`config.mk`:
```
export PLATFORM = sky130hd
export DESIGN_NAME = serport_flag_ctrl
export DESIGN_NICKNAME = d
export VERILOG_FILES = /design/src/rtl/serport_pkg.sv /design/src/rtl/serport_ctrl_reg.sv /design/src/rtl/serport_flag.sv /design/src/rtl/serport_irq.sv /design/src/rtl/serport_flag_ctrl.sv
export SDC_FILE = /design/constraint.sdc
export NUM_CORES = 1
export LEC_CHECK = 0
export ABC_AREA = 1
export BUFFER_PORTS_ARGS = -buffer_cell sky130_fd_sc_hd__buf_2
export CELL_PAD_IN_SITES_DETAIL_PLACEMENT = 0
export CELL_PAD_IN_SITES_GLOBAL_PLACEMENT = 1
export CORE_MARGIN = 5
export CORE_UTILIZATION = 35
export DETAILED_ROUTE_END_ITERATION = 10
export GPL_TIMING_DRIVEN = 0
export MAX_ROUTING_LAYER = met4
export PLACE_DENSITY_LB_ADDON = 0.1
export SYNTH_ARGS = -nofsm -noshare
export SYNTH_HDL_FRONTEND = slang
export SYNTH_SLANG_ARGS = --single-unit
```
`constraint.sdc`:
```
create_clock -name clk -period 1.4 [get_ports clk]
set_clock_uncertainty 0.1 [all_clocks]
set_input_delay 0.07 -clock clk [delete_from_list [all_inputs] [get_ports clk]]
set_output_delay 0.07 -clock clk [all_outputs]
set_load 0.02 [all_outputs]
```
`src/rtl/serport_pkg.sv`:
```
package serport_pkg;
  localparam int DATA_W    = 8;
  localparam int NUM_FLAGS = 5;
  localparam int ADDR_W    = 1;

  localparam logic [ADDR_W-1:0] CTRL_ADDR = 1'b0;
  localparam logic [ADDR_W-1:0] STAT_ADDR = 1'b1;

  // flag indices into the internal flag vector
  localparam int FL_TXE = 0;
  localparam int FL_RXF = 1;
  localparam int FL_FRM = 2;
  localparam int FL_PAR = 3;
  localparam int FL_ORN = 4;

  typedef struct packed {
    logic       tie;
    logic       rie;
    logic       te;
    logic       re;
    logic       mpie;
    logic       teie;
    logic [1:0] cks;
  } ctrl_t;

  // bit position of each flag in the status register
  function automatic int stat_pos(input int idx);
    case (idx)
      FL_TXE:  return 7;
      FL_RXF:  return 6;
      FL_ORN:  return 5;
      FL_FRM:  return 4;
      default: return 3;
    endcase
  endfunction

  function automatic logic flag_reset_val(input int idx);
    return (idx == FL_TXE);
  endfunction
endpackage

```
`src/rtl/serport_ctrl_reg.sv`:
```
module serport_ctrl_reg
  import serport_pkg::*;
(
  input  logic              clk,
  input  logic              rst_n,
  input  logic              standby,
  input  logic              wr_en,
  input  logic [DATA_W-1:0] wdata,
  output ctrl_t             ctrl_q
);
  always_ff @(posedge clk or negedge rst_n) begin
    if (!rst_n)       ctrl_q <= '0;
    else if (standby) ctrl_q <= '0;
    else if (wr_en)   ctrl_q <= ctrl_t'(wdata);
  end

  assert_standby_clears_R2: assert property (@(posedge clk) disable iff (!rst_n)
    standby |=> (ctrl_q == '0));

  assert_write_lands_R1: assert property (@(posedge clk) disable iff (!rst_n)
    (wr_en && !standby) |=> (ctrl_q == $past(wdata)));
endmodule

```
`src/rtl/serport_flag.sv`:
```
module serport_flag #(
  parameter logic RESET_VAL = 1'b0
) (
  input  logic clk,
  input  logic rst_n,
  input  logic set_ev,
  input  logic rd_stat,
  input  logic wr_stat,
  input  logic wr_bit,
  output logic flag_q
);
  logic armed_q;
  logic clr_ok;

  assign clr_ok = wr_stat && !wr_bit && armed_q;

  always_ff @(posedge clk or negedge rst_n) begin
    if (!rst_n) begin
      flag_q  <= RESET_VAL;
      armed_q <= 1'b0;
    end else begin
      if (set_ev)      flag_q <= 1'b1;
      else if (clr_ok) flag_q <= 1'b0;

      if (wr_stat)               armed_q <= 1'b0;
      else if (rd_stat && flag_q) armed_q <= 1'b1;
    end
  end

  assert_clear_needs_read_R6: assert property (@(posedge clk) disable iff (!rst_n)
    $fell(flag_q) |-> $past(armed_q && wr_stat && !wr_bit));

  assert_set_wins_R8: assert property (@(posedge clk) disable iff (!rst_n)
    set_ev |=> flag_q);

  assert_no_sw_set_R7: assert property (@(posedge clk) disable iff (!rst_n)
    $rose(flag_q) |-> $past(set_ev));
endmodule

```
`src/rtl/serport_irq.sv`:
```
module serport_irq
  import serport_pkg::*;
(
  input  logic                 clk,
  input  logic                 rst_n,
  input  ctrl_t                ctrl,
  input  logic [NUM_FLAGS-1:0] flags,
  output logic                 irq_tx_empty,
  output logic                 irq_rx_full,
  output logic                 irq_rx_err
);
  logic err_any;

  assign err_any      = flags[FL_FRM] | flags[FL_PAR] | flags[FL_ORN];
  assign irq_tx_empty = flags[FL_TXE] & ctrl.tie;
  assign irq_rx_full  = flags[FL_RXF] & ctrl.rie;
  assign irq_rx_err   = err_any & ctrl.rie;

  assert_rx_gated_R10: assert property (@(posedge clk) disable iff (!rst_n)
    (irq_rx_full || irq_rx_err) |-> ctrl.rie);

  assert_tx_gated_R9: assert property (@(posedge clk) disable iff (!rst_n)
    irq_tx_empty |-> ctrl.tie);
endmodule

```
`src/rtl/serport_flag_ctrl.sv`:
```
module serport_flag_ctrl
  import serport_pkg::*;
(
  input  logic              clk,
  input  logic              rst_n,
  input  logic              standby,
  input  logic              reg_addr,
  input  logic              reg_rd,
  input  logic              reg_wr,
  input  logic [7:0]        reg_wdata,
  output logic [7:0]        reg_rdata,
  input  logic              ev_tx_load,
  input  logic              ev_rx_load,
  input  logic              ev_frame_err,
  input  logic              ev_parity_err,
  input  logic              ev_overrun,
  output logic              irq_tx_empty,
  output logic              irq_rx_full,
  output logic              irq_rx_err,
  output logic              ctl_tx_en,
  output logic              ctl_rx_en,
  output logic              ctl_mp_ie,
  output logic              ctl_tend_ie,
  output logic [1:0]        ctl_clk_sel
);
  ctrl_t                ctrl_q;
  logic [NUM_FLAGS-1:0] set_vec;
  logic [NUM_FLAGS-1:0] flag_vec;
  logic [DATA_W-1:0]    stat_word;
  logic                 ctrl_wr, stat_wr, stat_rd;

  assign ctrl_wr = reg_wr && (reg_addr == CTRL_ADDR);
  assign stat_wr = reg_wr && (reg_addr == STAT_ADDR);
  assign stat_rd = reg_rd && (reg_addr == STAT_ADDR);

  assign set_vec[FL_TXE] = ev_tx_load;
  assign set_vec[FL_RXF] = ev_rx_load;
  assign set_vec[FL_FRM] = ev_frame_err;
  assign set_vec[FL_PAR] = ev_parity_err;
  assign set_vec[FL_ORN] = ev_overrun;

  serport_ctrl_reg u_ctrl (
    .clk     (clk),
    .rst_n   (rst_n),
    .standby (standby),
    .wr_en   (ctrl_wr),
    .wdata   (reg_wdata),
    .ctrl_q  (ctrl_q)
  );

  for (genvar i = 0; i < NUM_FLAGS; i++) begin : g_flag
    serport_flag #(.RESET_VAL(flag_reset_val(i))) u_flag (
      .clk     (clk),
      .rst_n   (rst_n),
      .set_ev  (set_vec[i]),
      .rd_stat (stat_rd),
      .wr_stat (stat_wr),
      .wr_bit  (reg_wdata[stat_pos(i)]),
      .flag_q  (flag_vec[i])
    );
  end

  always_comb begin
    stat_word = '0;
    for (int i = 0; i < NUM_FLAGS; i++) stat_word[stat_pos(i)] = flag_vec[i];
  end

  assign reg_rdata = (reg_addr == CTRL_ADDR) ? DATA_W'(ctrl_q) : stat_word;

  serport_irq u_irq (
    .clk          (clk),
    .rst_n        (rst_n),
    .ctrl         (ctrl_q),
    .flags        (flag_vec),
    .irq_tx_empty (irq_tx_empty),
    .irq_rx_full  (irq_rx_full),
    .irq_rx_err   (irq_rx_err)
  );

  assign ctl_tx_en   = ctrl_q.te;
  assign ctl_rx_en   = ctrl_q.re;
  assign ctl_mp_ie   = ctrl_q.mpie;
  assign ctl_tend_ie = ctrl_q.teie;
  assign ctl_clk_sel = ctrl_q.cks;

  assert_unused_bits_zero_R5: assert property (@(posedge clk) disable iff (!rst_n)
    (reg_addr == STAT_ADDR) |-> (reg_rdata[2:0] == 3'b000));
endmodule

```
==> results.ini <==
[placed_design]
place_area_um2=1100
place_inst=183
dp_hpwl_mm=1.60
numPortBuffers=35
globalplace.congestion=0.747

[pwr]
p_switching_w=0.000334
intPower_w=0.000831
powerDensity_nw_per_um2=829
clkPwrFrac_pct=28.4
p_comb_share_pct=22.2
p_leak_nw=0.796
ir_drop_mv=0.494
p_seq_share_pct=49.4
switching_share_pct=28.7

[global_routing]
overflow=0
antenna_found_initial=0
first_global_vias=937
track_usage_pct=14.6
grt_pass1_wl_mm=3.86
grt_max_degree=19

[logic_synthesis]
syn_area_per_cell_um2=7.56
synth_largest_area_cell=dfrtp_1
ys_seq_area_share_pct=50.6
netlist_area_um2=892
synth_top_area_share_pct=47.7
synth_nets=137
ys_ff_latch=18
synthCells=118
yosys_warnings=0
synthTopCellsByArea=dfrtp_1, nand2_1, inv_1
yosys.cell_types.count=13

[critical_path]
crit_top_cell=nand2_1
reg2reg_slack_ps=40
startpoint_type=flip-flop
reg2reg_depth=3
worst-path-buf-inv=1
crit_type=flip-flop to flip-flop
crit_fanout=4
cpLargestDelayFamily=flip-flops
crit_path_end_kind=flip-flop
crit_chain=nand2_1, nand2_1, dlygate4sd3_1
max_stage_delay_ps=570
cp.depth=3
critPathArrivalTime_ps=1510
crit_required_ps=1550
cp_slowest_cell=dfstp_2

[sta]
fmax_ghz=0.733
min_period_over_period_pct=97.4
hold_viol_final=1
finalSetupViolCount=0
relSlewSlack_pct=71.9
rsz0062_at_grt=false
worstMarginPinSlew_ps=422
fin_crit_ps=1360
fin_setup_tns_ps=0
holdWs_ps=-55.3
drv_slew=0

[layout]
area_growth_pct=57.6
drive_gt1_share_pct=26.2
layout_common_cells=nand2_1, buf_2, dlygate4sd3_1
instances_no_fill=213
num_antenna_cells=0
stdcell_area_um2=1410
layout.nets=203
mostFrequentLayoutCell=nand2_1
fillers=234

[hold_path]
hold_depth=5
hp-class=input pin to flip-flop

[cts]
cts_root_buf=clkbuf_4
clock_latency_ps=300
numCtsBuffers=3
clock_path_buffers=2
post_cts_buffers=0
htreeDepth=1
cts_tree=done
cts_sinks=18
clk_pin_slew_ps=110

[floorplan]
die-area_um2=3660
start_util_pct=36.3
coreArea_um2=2450
die-width_um=60.5
rows=18
die_h_um=60.5
ios=36

[route]
vias_per_cell=4.31
avgRoutedWirePerCell_um=11.0
drc=0
ant_nets=0
wl_mm=2.33
first_pass_iters=4
route.vias.total=919
drtIter0Drc=29

[status]
outcome=complete, but fails checks
violations=hold timing

[flow_run]
maxCapViolations=0

==> worst reg2reg max path: cells and delay by family, from the launching register on <==
family,cells,cell delay (ps)
flops,1,570
buf+inv,1,540
simple gates,2,110
==> registers in the layout, indices dropped and copies added, names as in the netlist <==
name,flops
u_ctrl.ctrl_q,8
g_flag.u_flag.armed_q,5
g_flag.u_flag.flag_q,5
==> logic make-up (layout without fill, tap and decap cells) <==
| group | count (synthesis) | in the layout | share of synthesized area (%) |
|---|---|---|---|
| simple gates | 69 | 69 | 33.5 |
| buf+inv | 23 | 88 | 11.4 |
| compound gates | 8 | 8 | 4.49 |
| flops | 18 | 18 | 50.6 |
==> per-stage QoR <==
step                      power (W)  worst slack (ps)  utilization, %
after floorplan            0.000704               352               -
after global placement     0.000792               428            45.0
after detailed placement   0.000796               428            45.0
after CTS                   0.00118              21.8            57.9
after global routing        0.00123            0.0434            57.3
final                       0.00117              36.5            57.3
==> power groups by stage <==
| stage | Combinational [W] | Clock [W] | Sequential [W] |
|---|---|---|---|
| 2_1_floorplan | 0.000117 | 0 | 0.000586 |
| 3_3_place_gp | 0.000209 | 0 | 0.000582 |
| 3_5_place_dp | 0.000213 | 0 | 0.000584 |
| 4_1_cts | 0.000262 | 0.000342 | 0.000573 |
| 5_1_grt | 0.000291 | 0.000362 | 0.000580 |
| 6_report | 0.000259 | 0.000331 | 0.000575 |
==> repair_timing <==
| action | 4_1_cts | 5_1_grt |
|---|---|---|
| resized for setup | 0 | 2 |
| setup endpoints to repair | 0 | 5 |
| endpoints found under the hold margin | 36 | 3 |
| hold buffers | 28 | 3 |
==> Yosys cell counts, drive strengths merged <==
master,n
nand2,46
inv,20
dfrtp,17
nand3,13
nor2,10
a21oi,6
buf,3
o21ai,2
dfstp,1
==> path summary, 6_finish.rpt <==
kind                                          start                  endpoint
max reg2reg                 g_flag[0].u_flag.flag_q   g_flag[0].u_flag.flag_q
min reg2reg                g_flag[3].u_flag.armed_q  g_flag[3].u_flag.armed_q
min                                    reg_wdata[4]   g_flag[2].u_flag.flag_q
max in group asynchronous                     rst_n   g_flag[0].u_flag.flag_q
max                         g_flag[0].u_flag.flag_q   g_flag[0].u_flag.flag_q
min in group asynchronous                     rst_n          u_ctrl.ctrl_q[0]
==> layout make-up <==
cell class	instances	area [um^2]	share of cell area [%]
clock buffers	4	36.3	2.58
inverters	20	75.1	5.34
multi-input cells	77	339	24.1
repair buffers	61	440	31.3
flip-flops and latches	18	452	32.1
well taps	30	37.5	2.67
plain buffers	3	26.3	1.87
==> layer usage <==
metal / GRT usage, % / vias to the layer above / wire, um / part of all wire, %
met5: - / - / 0 / 0
met4: 5.57 / 0 / 28 / 1.2
met3: 2.34 / 4 / 171 / 7.3
met2: 24.4 / 25 / 1090 / 47
met1: 17.8 / 403 / 1050 / 45
li1: - / 487 / - / -
Power figures use the tool's default switching activity.
